$ cat src/rtl/osd_frame_pkg.sv
package osd_frame_pkg;

    localparam logic [15:0] CTRL1_ADDR = 16'h8400;
    localparam logic [15:0] CTRL2_ADDR = 16'h8401;
    localparam logic [15:0] FONT_ADDR  = 16'h8402;
    localparam logic [6:0]  PAGE_TAG   = 7'h40;   // host_addr[15:9] of 8000h-81FFh

    typedef struct packed {
        logic       osd_en;
        logic       win1;
        logic       win2;
        logic       transp_dis;
        logic [7:0] ctrl2;
        logic       plane_sel;
        logic       attr_sel;
    } osd_cfg_t;

endpackage

$ cat src/rtl/osd_ctrl_regs.sv
module osd_ctrl_regs
    import osd_frame_pkg::*;
(
    input  logic        clk,
    input  logic        rst_n,
    input  logic        wr_en,
    input  logic [15:0] addr,
    input  logic [7:0]  wdata,
    input  logic        clear_busy,
    output osd_cfg_t    cfg,
    output logic        clear_start
);

    osd_cfg_t cfg_d, cfg_q;

    always_comb begin
        cfg_d       = cfg_q;
        clear_start = 1'b0;
        if (wr_en) begin
            unique case (addr)
                CTRL1_ADDR: begin
                    cfg_d.osd_en     = wdata[0];
                    cfg_d.win1       = wdata[1];
                    cfg_d.win2       = wdata[2];
                    cfg_d.transp_dis = wdata[4];
                    clear_start      = wdata[3] & ~clear_busy;
                end
                CTRL2_ADDR: cfg_d.ctrl2 = wdata;
                FONT_ADDR: begin
                    cfg_d.plane_sel = wdata[0];
                    cfg_d.attr_sel  = wdata[1];
                end
                default: ;
            endcase
        end
    end

    always_ff @(posedge clk or negedge rst_n) begin
        if (!rst_n) cfg_q <= '0;
        else        cfg_q <= cfg_d;
    end

    assign cfg = cfg_q;

endmodule

$ cat src/rtl/osd_clear_seq.sv
module osd_clear_seq #(
    parameter int DEPTH = 512,
    localparam int AW   = $clog2(DEPTH)
) (
    input  logic          clk,
    input  logic          rst_n,
    input  logic          start,
    output logic          busy,
    output logic [AW-1:0] idx
);

    typedef struct packed {
        logic          busy;
        logic [AW-1:0] idx;
    } clr_state_t;

    clr_state_t st_d, st_q;

    always_comb begin
        st_d = st_q;
        if (st_q.busy) begin
            if (st_q.idx == AW'(DEPTH - 1)) begin
                st_d.busy = 1'b0;
                st_d.idx  = '0;
            end else begin
                st_d.idx = st_q.idx + 1'b1;
            end
        end else if (start) begin
            st_d.busy = 1'b1;
            st_d.idx  = '0;
        end
    end

    always_ff @(posedge clk or negedge rst_n) begin
        if (!rst_n) st_q <= '0;
        else        st_q <= st_d;
    end

    assign busy = st_q.busy;
    assign idx  = st_q.idx;

endmodule

$ cat src/rtl/osd_blink_gen.sv
module osd_blink_gen #(
    parameter int PER_W      = 5,
    parameter int FIELD_MULT = 8,
    localparam int CNT_W     = PER_W + $clog2(FIELD_MULT)
) (
    input  logic             clk,
    input  logic             rst_n,
    input  logic             vsync,
    input  logic [PER_W-1:0] period,
    output logic             vs_rise,
    output logic             blink_on
);

    typedef struct packed {
        logic             vs;
        logic             phase;
        logic [CNT_W-1:0] cnt;
    } blink_state_t;

    blink_state_t     st_d, st_q;
    logic [CNT_W-1:0] target;
    logic [CNT_W-1:0] cnt_inc;

    assign vs_rise = vsync & ~st_q.vs;
    assign target  = CNT_W'(period) * CNT_W'(FIELD_MULT);
    assign cnt_inc = st_q.cnt + 1'b1;

    always_comb begin
        st_d    = st_q;
        st_d.vs = vsync;
        if (period == '0) begin
            st_d.phase = 1'b1;
            st_d.cnt   = '0;
        end else if (vs_rise) begin
            if (cnt_inc >= target) begin
                st_d.cnt   = '0;
                st_d.phase = ~st_q.phase;
            end else begin
                st_d.cnt = cnt_inc;
            end
        end
    end

    always_ff @(posedge clk or negedge rst_n) begin
        if (!rst_n) st_q <= '{vs: 1'b0, phase: 1'b1, cnt: '0};
        else        st_q <= st_d;
    end

    assign blink_on = st_q.phase;

endmodule

$ cat src/rtl/osd_frame_ctrl.sv
module osd_frame_ctrl
    import osd_frame_pkg::*;
#(
    parameter int PAGE_DEPTH = 512,
    parameter int CODE_W     = 8,
    parameter int BLINK_MULT = 8,
    localparam int AW        = $clog2(PAGE_DEPTH)
) (
    input  logic              clk,
    input  logic              rst_n,
    input  logic              host_wr,
    input  logic [15:0]       host_addr,
    input  logic [7:0]        host_wdata,
    output logic [7:0]        host_rdata,
    output logic [AW-1:0]     ram_addr,
    output logic              ram_we_char,
    output logic              ram_we_attr,
    output logic [CODE_W-1:0] ram_wdata,
    input  logic [CODE_W-1:0] ram_rd_char,
    input  logic [CODE_W-1:0] ram_rd_attr,
    input  logic              vsync,
    input  logic [3:0]        pal_addr,
    input  logic [8:0]        pal_color,
    output logic              px_transparent,
    output logic              win1_en,
    output logic              win2_en,
    output logic              blink_on,
    output logic [9:0]        line_pixels,
    output logic              font_plane,
    output logic              clear_busy
);

    osd_cfg_t      cfg;
    logic          clear_start;
    logic [AW-1:0] clr_idx;
    logic          vs_rise;
    logic          page_hit;

    osd_ctrl_regs u_regs (
        .clk         (clk),
        .rst_n       (rst_n),
        .wr_en       (host_wr),
        .addr        (host_addr),
        .wdata       (host_wdata),
        .clear_busy  (clear_busy),
        .cfg         (cfg),
        .clear_start (clear_start)
    );

    osd_clear_seq #(.DEPTH(PAGE_DEPTH)) u_clear (
        .clk   (clk),
        .rst_n (rst_n),
        .start (clear_start),
        .busy  (clear_busy),
        .idx   (clr_idx)
    );

    osd_blink_gen #(.PER_W(5), .FIELD_MULT(BLINK_MULT)) u_blink (
        .clk      (clk),
        .rst_n    (rst_n),
        .vsync    (vsync),
        .period   (cfg.ctrl2[4:0]),
        .vs_rise  (vs_rise),
        .blink_on (blink_on)
    );

    assign page_hit    = (host_addr[15:9] == PAGE_TAG);
    assign win1_en     = cfg.osd_en & cfg.win1;
    assign win2_en     = cfg.osd_en & cfg.win2;
    assign line_pixels = 10'd512 + {1'b0, cfg.ctrl2[7:5], 6'b0};
    assign font_plane  = cfg.plane_sel;

    // Only black in the lower eight palette slots may become transparent
    assign px_transparent = ~cfg.transp_dis & ~pal_addr[3] & (pal_color == 9'd0);

    // Page RAM port: sequencer owns it while clearing, host otherwise
    always_comb begin
        if (clear_busy) begin
            ram_addr    = clr_idx;
            ram_we_char = 1'b1;
            ram_we_attr = 1'b1;
            ram_wdata   = '0;
        end else begin
            ram_addr    = host_addr[AW-1:0];
            ram_we_char = host_wr & page_hit & ~cfg.attr_sel;
            ram_we_attr = host_wr & page_hit &  cfg.attr_sel;
            ram_wdata   = CODE_W'(host_wdata);
        end
    end

    always_comb begin
        host_rdata = 8'h00;
        if (page_hit) begin
            host_rdata = cfg.attr_sel ? 8'(ram_rd_attr) : 8'(ram_rd_char);
        end else begin
            unique case (host_addr)
                CTRL1_ADDR: host_rdata = {3'b000, cfg.transp_dis, clear_busy,
                                          cfg.win2, cfg.win1, cfg.osd_en};
                CTRL2_ADDR: host_rdata = cfg.ctrl2;
                FONT_ADDR:  host_rdata = {6'b0, cfg.attr_sel, cfg.plane_sel};
                default:    host_rdata = 8'h00;
            endcase
        end
    end

endmodule

$ cat config.mk
export PLATFORM = sky130hd
export DESIGN_NAME = osd_frame_ctrl
export DESIGN_NICKNAME = d
export VERILOG_FILES = /design/src/rtl/osd_frame_pkg.sv /design/src/rtl/osd_ctrl_regs.sv /design/src/rtl/osd_clear_seq.sv /design/src/rtl/osd_blink_gen.sv /design/src/rtl/osd_frame_ctrl.sv
export SDC_FILE = /design/constraint.sdc
export NUM_CORES = 1
export LEC_CHECK = 0
export BUFFER_PORTS_ARGS = -buffer_cell sky130_fd_sc_hd__buf_2
export CORE_MARGIN = 10
export CORE_UTILIZATION = 53
export DETAILED_ROUTE_END_ITERATION = 8
export PLACE_DENSITY_LB_ADDON = 0.2
export SLEW_MARGIN = 20
export SYNTH_ARGS = -nofsm -noshare
export SYNTH_HDL_FRONTEND = slang
export SYNTH_HIERARCHICAL = 1
export SYNTH_SLANG_ARGS = --single-unit
$ cat constraint.sdc
create_clock -name clk -period 3.5 [get_ports clk]
set_input_delay 0.175 -clock clk [delete_from_list [all_inputs] [get_ports clk]]
set_output_delay 0.175 -clock clk [all_outputs]
set_load 0.03 [all_outputs]
==> impl_metrics.yaml <==
finish:
  drive_above_1_share_pct: 42.90
  fillers: 379
  num_antenna_cells: 0
  fin_nets: 396
  syn2layout_area_growth_pct: 22.01
  fin_area_sq_mm: 0.003024
clock_network:
  cts_buffers: 5
  clockBufferDepth: 2
  numClockSinks: 34
  post-cts-setup-buffers: 0
  clkTransAtPathRegs_ns: 0.07
  cts-root-buf: "clkbuf_8"
  cts_tree: "built"
  insertion_delay_ns: 0.28
  h-tree-depth: 2
floorplan:
  ios: 100
  num_rows: 24
  initial_core_util_pct: 55.77
  die_w_um: 88.39
  die_area_sq_mm: 0.007812
  fp.dieH_um: 88.39
  coreArea_sq_mm: 0.004444
hold_path:
  min_to: "u_blink/st_q[9]"
  hold-path-cell-count: 1
  worstHoldPathType: "primary input to flip-flop"
  min_from: "vsync"
pwr:
  p_int_w: 0.0005988
  seqPwrFrac_pct: 48.4
  p_per_area_mw_per_mm2: 269.7
  clock_power_share_pct: 36.5
  power.leakage_nw: 1.502
  swShare_pct: 26.58
  vdd_drop_max_mv: 0.1725
  combPwrFrac_pct: 15.1
  p_switching_w: 0.0002168
critical_path:
  slowest_delay_ns: 0.40
  cp-end-kind: "flip-flop"
  critPathKind: "flip-flop to flip-flop"
  cp.arrival_ns: 2.83
  crit_slowest_cell: "dfrtp_1"
  path_cells: "and3_1, nand3_1, nor2_1, xor2_1, ha_1, a21oi_1, o21ai_0, nor3_1, and2_1, a22o_2"
  crit_fanout: 4
  rr_endpoint: "u_blink/st_q[6]"
  start_kind: "flip-flop"
  regToRegStartpoint: "u_blink/st_q[4]"
  rrSetupSlack_ns: 0.89
  required_ns: 3.72
  r2r_cells: 10
synthesis:
  synth_cells: 240
  synth_top_area_share_pct: 33.32
  syn_avg_cell_area_sq_um: 10.33
  synth_area_sq_mm: 0.002479
  ys_types: 60
  yosysTopAreaCell: "dfrtp_1"
  synth_edf_count: 0
  async_flop_share_pct: 100.0
  synth.area.top_cells: "dfrtp_1, mux2_2, mux2_4"
  ys_seq_elements: 34
  synth_top_flop_cell: "dfrtp_1"
  ys_warn_count: 6
  yosysSeqAreaShare_pct: 34.38
sta:
  maxSlewViolCount: 0
  rsz0062_at_grt: "no"
  min_period_over_period_pct: 74.50
  post-route-min-period_ns: 2.607
  max_freq_mhz: 383.5
  tightest_slew_ns: 0.7720
  finalSetupTns_ns: 0
  finalHoldViolations: 0
  setup_viol: 0
  finClkSkew_ns: 0.004283
  slew-limit-headroom_pct: 48.53
status:
  status: "completed"
grt:
  grt_pass1_vias: 2200
  antenna_found_initial: 0
  grt_usage_pct: 16.19
  grt_max_degree: 35
  grt_overflow_total: 0
  grt_pass1_wl_mm: 10.29
drt:
  drt-total-wl_mm: 6.393
  drt-initial-drc-count: 68
  wl_per_cell_um: 16.69
  antenna_left: 0
  vias_per_cell: 5.538
  drc: 0
  via_count: 2121
  first_pass_iters: 4
placed_design:
  dpl_cell_area_sq_mm: 0.002923
  dpl.hpwl_mm: 5.116
  place.gp.congestion: 0.8490
  io_buffer_count: 89
flow_run:
  maxCapViolations: 0
==> through the flow <==
step / worst slack [ns] / instances / hold WS, ns / total power [W] / util, %
finish: 0.8925 / 383 / 0.01495 / 0.0008156 / 68.05
global route: 0.5777 / 383 / 0.008435 / 0.0008542 / 68.05
CTS: 0.9113 / 383 / 0.004706 / 0.0008277 / 68.05
detailed placement: 0.9247 / 374 / 0.2991 / 0.0005252 / 65.77
global placement: 0.9917 / 374 / 0.2937 / 0.0005234 / 65.77
floorplan: 1.245 / 245 / -0.1206 / 0.0004655 / -
==> worst max-delay path by stage <==
stage | startpoint | to | slack [ns] | depth (start not counted)
4_1_cts | u_blink/st_q[4] | u_blink/st_q[6] | 0.91 | 10
6_report | u_blink/st_q[4] | u_blink/st_q[6] | 0.89 | 10
3_5_place_dp | u_blink/st_q[0] | u_blink/st_q[6] | 0.92 | 10
5_1_grt | u_blink/st_q[0] | u_blink/st_q[5] | 0.58 | 10
3_3_place_gp | u_blink/st_q[4] | u_blink/st_q[1] | 0.99 | 10
2_1_floorplan | u_blink/st_q[0] | u_blink/st_q[6] | 1.24 | 10
==> area by class of cell <==
class	instances	area (sq um)	share of cell area (%)
clock buffers	7	86.33	2.855
clock inverters	1	5.005	0.1655
inverters	12	45.04	1.489
multi-input cells	186	1508	49.86
flip-flops and latches	34	852.1	28.18
well taps	52	65.06	2.151
repair buffers	91	462.9	15.31
==> critical path: cells and delay by family (launching register included) <==
kind | cells | cell delay (ns)
flip-flops | 1 | 0.40
AO/OA/AOI/OAI | 3 | 0.43
adder cells (fa/ha/maj) | 1 | 0.29
AND/OR/NAND/NOR | 5 | 1.20
XOR/XNOR | 1 | 0.22
==> power groups by stage <==
stage / sequential (W) / clock [W] / combinational (W)
finish: 0.000395 / 0.000298 / 0.000123
global route: 0.000395 / 0.000326 / 0.000134
CTS: 0.000395 / 0.000309 / 0.000124
detailed placement: 0.000402 / 0 / 0.000123
global placement: 0.000402 / 0 / 0.000121
floorplan: 0.000402 / 0 / 0.0000632
==> synth_stat cells (3+ instances only) <==
master	n
mux2_2	14
mux2_4	8
nor4_1	6
nor2_1	8
ha_1	9
and2_1	3
a21oi_1	5
dfrtp_1	33
inv_1	12
mux2i_1	11
a22o_2	5
nor4b_1	3
a31oi_1	3
nor3_1	3
o31ai_1	3
nand4_1	4
nand2_1	17
and3_1	5
o21ai_0	10
buf_4	7
xor2_1	4
nand3_1	5
o21ai_1	5
nor2b_1	8
==> metal layers <==
layer | global-route usage (%) | share of wire (%)
met2 | 28.06 | 49
met1 | 19.09 | 44
met3 | 4.412 | 6.4
met4 | 4.846 | 1.2
met5 | 0 | 0
==> placed cells by master, fill, tap and decap left out, drive strengths merged, types with 2 or more instances in the layout <==
master,instances
conb,7
and4,2
o31ai,3
buf,90
o21ai,15
and2,4
nor3b,2
a2bb2oi,2
a211o,2
a21oi,5
xnor2,2
a31oi,4
nor4,9
nand2,17
nand4,4
ha,9
and2b,2
nor2b,8
mux2,23
nor2,8
inv,12
xor2,4
dfrtp,33
and3,6
clkbuf,7
nand3,5
nor4b,7
nor3,3
mux2i,11
a22o,7
or2,2
==> kinds of logic (layout without fill, tap and decap cells) <==
kind of cell             after synthesis  in the layout  share of synthesized area [%]
XOR/XNOR                               6              6                          2.120
other                                  2              7                         0.3030
adder cells (fa/ha/maj)                9              9                          4.543
AO/OA/AOI/OAI                         45             45                          12.97
AND/OR/NAND/NOR                       85             85                          24.03
multiplexers                          34             34                          16.10
flip-flops                            34             34                          34.38
buffers and inverters                 25            111                          5.553
==> sequential cells by signal, indices dropped and copies added, names as in the netlist <==
signal,count
u_blink/blink_on,1
u_clear/busy,1
u_blink/st_q,9
u_regs/cfg,14
u_clear/idx,9
==> timing repair <==
action | in CTS | in global routing
gates resized for setup | 0 | 0
endpoints found under the hold margin | 33 | 0
hold buffers | 1 | 0
endpoints found under the setup margin | 0 | 0
Note: power is estimated with default switching activity, not from simulation.
